$ cat src/rtl/hpn_pkg.sv
package hpn_pkg;

  localparam int NP = 8;
  localparam int NT = 8;

  // place indices (also the bit positions of the marking)
  localparam int P_IDLE = 0;
  localparam int P_RUN  = 1;
  localparam int P_COOL = 2;
  localparam int P_LOCK = 3;
  localparam int P_A0   = 4;
  localparam int P_A1   = 5;
  localparam int P_B0   = 6;
  localparam int P_B1   = 7;

  // transition indices
  localparam int T_ENTER = 0;
  localparam int T_DONE  = 1;
  localparam int T_ABORT = 2;
  localparam int T_COOL  = 3;
  localparam int T_STEPA = 4;
  localparam int T_STEPB = 5;
  localparam int T_LSET  = 6;
  localparam int T_LCLR  = 7;

  typedef logic [NP-1:0] mark_t;
  typedef logic [NT-1:0] tvec_t;

  typedef struct packed {
    logic start;
    logic stop;
    logic go_a;
    logic go_b;
    logic lock_set;
    logic lock_clr;
  } ext_t;

  function automatic mark_t pl(input int p);
    pl = mark_t'(1) << p;
  endfunction

  localparam mark_t SUB_MASK = mark_t'(8'hF0);
  localparam mark_t SUB_INIT = mark_t'(8'h50);
  localparam mark_t SUB_TERM = mark_t'(8'hA0);
  localparam mark_t TOP_INIT = mark_t'(8'h01);

  // ordinary (consuming) input places
  function automatic mark_t ord_in(input int t);
    case (t)
      T_ENTER:         ord_in = pl(P_IDLE);
      T_DONE, T_ABORT: ord_in = pl(P_RUN);
      T_COOL:          ord_in = pl(P_COOL);
      T_STEPA:         ord_in = pl(P_A0);
      T_STEPB:         ord_in = pl(P_B0);
      T_LCLR:          ord_in = pl(P_LOCK);
      default:         ord_in = '0;
    endcase
  endfunction

  // enabling (read-only) input places
  function automatic mark_t en_in(input int t);
    en_in = (t == T_STEPB) ? pl(P_A1) : '0;
  endfunction

  // inhibitor places
  function automatic mark_t inh_in(input int t);
    inh_in = (t == T_ENTER) ? pl(P_LOCK) : '0;
  endfunction

  // output places
  function automatic mark_t out_pl(input int t);
    case (t)
      T_ENTER:         out_pl = pl(P_RUN);
      T_DONE:          out_pl = pl(P_COOL);
      T_ABORT, T_COOL: out_pl = pl(P_IDLE);
      T_STEPA:         out_pl = pl(P_A1);
      T_STEPB:         out_pl = pl(P_B1);
      T_LSET:          out_pl = pl(P_LOCK);
      default:         out_pl = '0;
    endcase
  endfunction

  // transitions whose lowest ancestor is the run macroplace
  function automatic logic in_sub(input int t);
    in_sub = (t == T_STEPA) || (t == T_STEPB);
  endfunction

  function automatic logic leaves_run(input int t);
    mark_t o;
    o = ord_in(t);
    leaves_run = o[P_RUN];
  endfunction

  function automatic logic enters_run(input int t);
    mark_t o;
    o = out_pl(t);
    enters_run = o[P_RUN];
  endfunction

  // structural part: arcs of every kind
  function automatic logic place_ok(input int t, input mark_t m);
    mark_t need;
    need = ord_in(t) | en_in(t);
    place_ok = ((m & need) == need) && ((m & inh_in(t)) == '0);
  endfunction

  // weak part besides cond: macro completion and activity time
  function automatic logic weak_ok(input int t, input mark_t m, input mark_t ripe);
    mark_t o;
    logic  macro_fin;
    o = ord_in(t);
    macro_fin = !o[P_RUN] || ((m & SUB_TERM) == SUB_TERM);
    weak_ok = macro_fin && ((o & ~ripe) == '0);
  endfunction

  // subnet marking to load on entry from the saved history
  function automatic mark_t resume(input mark_t saved);
    resume = ((saved & SUB_MASK) == SUB_TERM) ? SUB_INIT : (saved & SUB_MASK);
  endfunction

  function automatic int place_time(input int p, input int cool);
    place_time = (p == P_COOL) ? cool : 0;
  endfunction

endpackage

$ cat src/rtl/hpn_guard.sv
module hpn_guard
  import hpn_pkg::*;
(
  input  logic  clk_i,
  input  logic  rst_ni,
  input  mark_t mark_i,
  input  mark_t ripe_i,
  input  ext_t  ext_i,
  output tvec_t fire_o
);

  logic  lk_int;
  tvec_t cond_v;
  tvec_t abort_v;
  tvec_t arm;
  logic  leave_run;
  mark_t seen;
  logic  clash;

  // transition labels; lk_int is the lock place's internal signal
  always_comb begin
    lk_int           = mark_i[P_LOCK];
    cond_v           = '0;
    abort_v          = '0;
    cond_v[T_ENTER]  = ext_i.start;
    cond_v[T_DONE]   = ~ext_i.stop;
    abort_v[T_ABORT] = ext_i.stop;
    cond_v[T_COOL]   = 1'b1;
    cond_v[T_STEPA]  = ext_i.go_a & ~lk_int;
    cond_v[T_STEPB]  = ext_i.go_b;
    cond_v[T_LSET]   = ext_i.lock_set;
    cond_v[T_LCLR]   = ext_i.lock_clr;
  end

  always_comb begin
    arm       = '0;
    leave_run = 1'b0;
    for (int t = 0; t < NT; t++) begin
      arm[t] = place_ok(t, mark_i) &&
               ((cond_v[t] && weak_ok(t, mark_i, ripe_i)) || abort_v[t]);
      if (!in_sub(t) && arm[t] && leaves_run(t)) leave_run = 1'b1;
    end
    // subnet transitions need their macroplace and lose to its exit
    for (int t = 0; t < NT; t++) begin
      fire_o[t] = in_sub(t) ? (arm[t] && mark_i[P_RUN] && !leave_run) : arm[t];
    end
  end

  // determinism: no ordinary input place taken by two firings
  always_comb begin
    seen  = '0;
    clash = 1'b0;
    for (int t = 0; t < NT; t++) begin
      if (fire_o[t]) begin
        if ((seen & ord_in(t)) != '0) clash = 1'b1;
        seen = seen | ord_in(t);
      end
    end
  end

  p_single_taker_r11: assert property (@(posedge clk_i) disable iff (!rst_ni)
    !clash);

endmodule

$ cat src/rtl/hpn_timers.sv
module hpn_timers
  import hpn_pkg::*;
#(
  parameter int COOL_TIME = 5
) (
  input  logic  clk_i,
  input  logic  rst_ni,
  input  mark_t mark_i,
  input  mark_t nxt_i,
  output mark_t ripe_o
);

  localparam int TW = (COOL_TIME < 2) ? 1 : $clog2(COOL_TIME + 1);

  for (genvar i = 0; i < NP; i++) begin : g_pl
    localparam int TI = place_time(i, COOL_TIME);
    if (TI > 0) begin : g_timed
      logic [TW-1:0] cnt_q;

      always_ff @(posedge clk_i) begin
        if (!rst_ni)                    cnt_q <= '0;
        else if (nxt_i[i] && !mark_i[i]) cnt_q <= TW'(TI);
        else if (!nxt_i[i])             cnt_q <= '0;
        else if (cnt_q != '0)           cnt_q <= cnt_q - 1'b1;
      end

      assign ripe_o[i] = (cnt_q == '0);

      p_hold_r8: assert property (@(posedge clk_i) disable iff (!rst_ni)
        (mark_i[i] && !ripe_o[i]) |=> mark_i[i]);
      p_fresh_r8: assert property (@(posedge clk_i) disable iff (!rst_ni)
        (nxt_i[i] && !mark_i[i]) |=> !ripe_o[i]);
    end else begin : g_free
      assign ripe_o[i] = 1'b1;
    end
  end

endmodule

$ cat src/rtl/hpn_marking.sv
module hpn_marking
  import hpn_pkg::*;
(
  input  logic  clk_i,
  input  logic  rst_ni,
  input  tvec_t fire_i,
  output mark_t mark_o,
  output mark_t nxt_o,
  output logic  err_o
);

  mark_t mark_q;
  mark_t hist_q;
  logic  err_q;
  mark_t cons;
  mark_t prod;
  mark_t clr;
  mark_t restore;
  mark_t keep;
  logic  dup;
  logic  enter;
  logic  leave;
  logic  viol;

  always_comb begin
    cons  = '0;
    prod  = '0;
    dup   = 1'b0;
    enter = 1'b0;
    leave = 1'b0;
    for (int t = 0; t < NT; t++) begin
      if (fire_i[t]) begin
        cons = cons | ord_in(t);
        if ((prod & out_pl(t)) != '0) dup = 1'b1;
        prod = prod | out_pl(t);
        if (leaves_run(t)) leave = 1'b1;
        if (enters_run(t)) enter = 1'b1;
      end
    end
    clr     = leave ? SUB_MASK : '0;
    restore = enter ? resume(hist_q) : '0;
    keep    = mark_q & ~cons & ~clr;
    viol    = dup || ((prod & keep) != '0) || ((restore & keep) != '0);
    nxt_o   = keep | prod | restore;
  end

  always_ff @(posedge clk_i) begin
    if (!rst_ni) begin
      mark_q <= TOP_INIT;
      hist_q <= SUB_INIT;
      err_q  <= 1'b0;
    end else begin
      mark_q <= nxt_o;
      if (leave) hist_q <= mark_q & SUB_MASK;
      if (viol)  err_q  <= 1'b1;
    end
  end

  assign mark_o = mark_q;
  assign err_o  = err_q;

  p_sticky_r10: assert property (@(posedge clk_i) disable iff (!rst_ni)
    err_q |=> err_q);
  p_preempt_r6: assert property (@(posedge clk_i) disable iff (!rst_ni)
    fire_i[T_ABORT] |=> ((mark_q & SUB_MASK) == '0) && !mark_q[P_RUN] && mark_q[P_IDLE]);
  p_resume_r7: assert property (@(posedge clk_i) disable iff (!rst_ni)
    fire_i[T_ENTER] |=> ((mark_q & SUB_MASK) != SUB_TERM) && ((mark_q & SUB_MASK) != '0));
  p_nested_r5: assert property (@(posedge clk_i) disable iff (!rst_ni)
    ((mark_q & SUB_MASK) != '0) |-> mark_q[P_RUN]);

endmodule

$ cat src/rtl/hpn_ctrl.sv
module hpn_ctrl
  import hpn_pkg::*;
#(
  parameter int COOL_TIME = 5
) (
  input  logic       clk_i,
  input  logic       rst_ni,
  input  logic       start_i,
  input  logic       stop_i,
  input  logic       go_a_i,
  input  logic       go_b_i,
  input  logic       lock_set_i,
  input  logic       lock_clr_i,
  output logic [7:0] mark_o,
  output logic       run_o,
  output logic       work_a_o,
  output logic       work_b_o,
  output logic       cool_o,
  output logic       step_a_o,
  output logic       done_o,
  output logic       quit_o,
  output logic       safe_err_o
);

  ext_t  ext;
  mark_t mark;
  mark_t nxt;
  mark_t ripe;
  tvec_t fire;
  logic  step_a_q;
  logic  done_q;
  logic  quit_q;

  assign ext = '{start: start_i, stop: stop_i, go_a: go_a_i, go_b: go_b_i,
                 lock_set: lock_set_i, lock_clr: lock_clr_i};

  hpn_guard u_guard (
    .clk_i  (clk_i),
    .rst_ni (rst_ni),
    .mark_i (mark),
    .ripe_i (ripe),
    .ext_i  (ext),
    .fire_o (fire)
  );

  hpn_marking u_marking (
    .clk_i  (clk_i),
    .rst_ni (rst_ni),
    .fire_i (fire),
    .mark_o (mark),
    .nxt_o  (nxt),
    .err_o  (safe_err_o)
  );

  hpn_timers #(.COOL_TIME(COOL_TIME)) u_timers (
    .clk_i  (clk_i),
    .rst_ni (rst_ni),
    .mark_i (mark),
    .nxt_i  (nxt),
    .ripe_o (ripe)
  );

  // transition actions: one cycle, aligned with the new marking
  always_ff @(posedge clk_i) begin
    if (!rst_ni) begin
      step_a_q <= 1'b0;
      done_q   <= 1'b0;
      quit_q   <= 1'b0;
    end else begin
      step_a_q <= fire[T_STEPA];
      done_q   <= fire[T_DONE];
      quit_q   <= fire[T_ABORT];
    end
  end

  assign mark_o   = mark;
  assign run_o    = mark[P_RUN];
  assign work_a_o = mark[P_A0];
  assign work_b_o = mark[P_B0];
  assign cool_o   = mark[P_COOL];
  assign step_a_o = step_a_q;
  assign done_o   = done_q;
  assign quit_o   = quit_q;

  p_done_lands_r9: assert property (@(posedge clk_i) disable iff (!rst_ni)
    done_o |-> cool_o && !run_o);
  p_quit_lands_r9: assert property (@(posedge clk_i) disable iff (!rst_ni)
    quit_o |-> mark_o[P_IDLE] && !run_o);
  p_one_action_r9: assert property (@(posedge clk_i) disable iff (!rst_ni)
    $countones({done_o, quit_o}) <= 1);

endmodule

$ cat config.mk
export PLATFORM = sky130hd
export DESIGN_NAME = hpn_ctrl
export DESIGN_NICKNAME = d
export VERILOG_FILES = /design/src/rtl/hpn_pkg.sv /design/src/rtl/hpn_guard.sv /design/src/rtl/hpn_timers.sv /design/src/rtl/hpn_marking.sv /design/src/rtl/hpn_ctrl.sv
export SDC_FILE = /design/constraint.sdc
export NUM_CORES = 1
export LEC_CHECK = 0
export BUFFER_PORTS_ARGS = -buffer_cell sky130_fd_sc_hd__buf_2
export CAP_MARGIN = 20
export CORE_AREA = 2 2 55 47
export DETAILED_ROUTE_END_ITERATION = 16
export DIE_AREA = 0 0 57 49
export PLACE_DENSITY = 0.67
export SETUP_SLACK_MARGIN = 0.5
export SYNTH_ARGS = -nofsm -noshare
export SYNTH_HDL_FRONTEND = slang
export SYNTH_SLANG_ARGS = --single-unit
$ cat constraint.sdc
create_clock -name clk_i -period 5.45 [get_ports clk_i]
set_clock_uncertainty 0.2 [all_clocks]
set_input_delay 0.545 -clock clk_i [delete_from_list [all_inputs] [get_ports clk_i]]
set_output_delay 0.545 -clock clk_i [all_outputs]
set_load 0.1 [all_outputs]
==> metrics.md <==
| Metric | Value |
|---|---|
| Worst min path class | `in2reg` |
| YS warnings | `0` |
| Leakage | `0.474 nW` |
| Min Tclk post-route | `2.07 ns` |
| Seq/Total Area, Yosys | `39.4%` |
| Initial antenna violation count | `0` |
| Top cell type's share of synthesized area | `39.4%` |
| Most common flop cell mapped by yosys | `dfxtp_1` |
| Worst-path clk slew | `0.11 ns` |
| Dpl hpwl | `1.58 mm` |
| Antenna cells | `0` |
| Post-CTS resize count | `0` |
| Largest area contributor in the netlist | `dfxtp_1` |
| PwrDens | `roughly 270 nW/um^2` |
| IO buf count | `23` |
| Routability cong. | `approximately 0.86` |
| Ys async rst share | `0%` |
| Clk_lat worst skew | `0.30 ns` |
| First-pass GRT wire length | `approximately 3.5 mm` |
| Final ANT Viol Nets | `0` |
| Drt wl/cell | `13.0 um` |
| Overflow after GRT | `0` |
| Global-route layer with the greatest usage | `met2` |
| Total GRT Usage | `between 15 and 20%` |
| Max clock buf depth | `2` |
| Slew headroom | `67.5%` |
| Final worst slack | `3.38 ns` |
| Hold Buf Count CTS | `0` |
| Initial Util | `between 40% and 50%` |
| Number of detailed-routing iterations run before antenna repair | `4` |
| Crit. End Element | `output port` |
| Post-place setup slack | `3.56 ns` |
| Distinct cells, synth | `34` |
| CTS Buf Count | `3` |
| Core Region | `about 2300 um^2` |
| Hold Worst Slack | `about 0.26 ns` |
| Global-route met1 utilization | `21.4%` |
| Max-cap violations | `0` |
| CTS root buffer | `clkbuf_4` |
| Setup TNS | `0 ns` |
| Die Span X | `57 um` |
| Share of cells above drive strength 1 | `a little under a quarter` |
| Critical path class | `reg2out` |
| CP arrival | `1.33 ns` |
| RSZ-0062 raised after global routing | `false` |
| Dpl cells | `158` |
| Drt drc | `0` |
| Number of buffers and inverters on the critical path | `1` |
| Vias in the first global route | `approximately 800` |
| Via density | `approximately 5.3` |
| Critical Path RT | `4.70 ns` |
| 1st-iter DRT viols | `26` |
| Final Non-Filler Cells | `162` |
| Most common cell in the netlist | `dfxtp_1` |
| Fin. Hold Viols | `0` |
| CTS tree | `yes` |
| Status | `complete, no violations` |
| FMAX | `a little under 500 MHz` |
| Routed via count | `864` |
| Die area | `around 2800 um^2` |
| DIE HEIGHT | `49 um` |
| Final period utilization | `38.1%` |
| Num ports | `24` |
| Syn Inst Count | `about 120` |
| FP Rows | `16` |
| Max incr delay on CP | `0.53 ns` |
| Layout Nets | `approximately 150` |
| Endpoints failing setup | `0` |
| Area Growth Syn to Fin | `12.8%` |
| Mapped Area | `965 um^2` |
| Number of synthesized flops with an enable pin | `0` |
| Number of setup buffers added after CTS | `0` |
| Crit path max fanout | `12` |
| Mean Syn Cell Area | `8.32 um^2` |
| Final Power | `0.293 mW` |
| Met2 Usage GRT | `24.1%` |
| CTS Sinks | `19` |
| Slew Viols, Final | `0` |
| Max VDD drop | `180 uV` |
| Critical path launch point type | `flop` |
| Met3 usage | `6.10%` |
| Top delay family on crit path | `flip-flops` |
| Worst-margin pin slew | `0.490 ns` |
| H-tree level count | `1` |
| Worst path slowest cell | `dfxtp_1` |
| Routed WL | `2.11 mm` |
| Placed instance area | `about 1100 um^2` |
| Synth top area cells | `dfxtp_1 (39%), a21oi_1 (6.7%), nand2_1 (4.7%)` |
| Worst-path cell chain | `buf_2` |
| Pin count of the biggest net entering global routing | `13` |
| Fillers | `240` |
| Synth top cells by count | `dfxtp_1 (19), a21oi_1 (13), nand2_1 (12), inv_1 (8)` |
| Utilization of the core after routing | `between 40% and 50%` |
| Post-synth net total | `127` |
| #FFs+latches synth | `19` |
| Final instance area | `1090 um^2` |
## layout make-up
cell class	count	area, um^2	area share, %
clock buffer	3	22.5	2.07
clock inverter	1	5.00	0.460
inverter	9	33.8	3.10
multi-input combinational	80	498	45.7
sequential	19	380	34.9
tap	27	33.8	3.10
timing repair buffer	23	115	10.6
## layout by cell type (no fill, tap or decap), types with 2 or more instances in the layout
cell type and count:
nor2b_1 3, and3b_2 2, nand3b_1 2, o2111ai_1 2
clkbuf_4 3, o21a_1 2, dfxtp_1 19, inv_1 8
o211ai_1 5, a21oi_1 13, nand2_1 12, and3_1 2
ha_1 3, nand3_1 3, o21ai_0 7, buf_2 23
nor2_1 7, nand2b_1 3
## registers in the layout, summed over array words and instances (netlist names)
signal	count
done_o	1
quit_o	1
step_a_o	1
u_marking.err_o	1
u_marking.hist_q	4
u_marking.mark_o	8
u_timers.g_pl.g_timed.cnt_q	3
## kinds of logic after synthesis
kind of cell / synth area share, %
and+or+nand+nor: 21.8
buffers and inverters: 8.95
AOI/OAI and AO/OA: 24.9
muxes: 1.04
DFF: 39.4
adders and majority gates: 3.89
## worst paths after layout
path / startpoint / endpoint / slack (ns) / depth (start not counted)
max: u_marking.mark_o[1] / run_o / 3.38 / 1
min: lock_set_i / u_marking.mark_o[3] / 0.26 / 3
max reg2reg: u_timers.g_pl[2].g_timed.cnt_q[0] / u_marking.err_o / 3.63 / 6
min reg2reg: u_marking.mark_o[4] / u_marking.mark_o[4] / 0.33 / 2
## power by group
group / internal, mW / switching [mW]
Sequential: 0.144 / 0.00716
Combinational: 0.0131 / 0.0587
Clock: 0.0273 / 0.0429
## tightest hold or removal path, stage by stage
cell and delay, ns:
buf_2 0.09, nor2_1 0.04, nor2_1 0.06
## layer usage
layer / vias to the layer above / routed length, um
met5: - / 0
met4: 0 / 30
met3: 6 / 118
met2: 28 / 903
met1: 385 / 1050
li1: 445 / -
(Power assumes the default switching activity.)
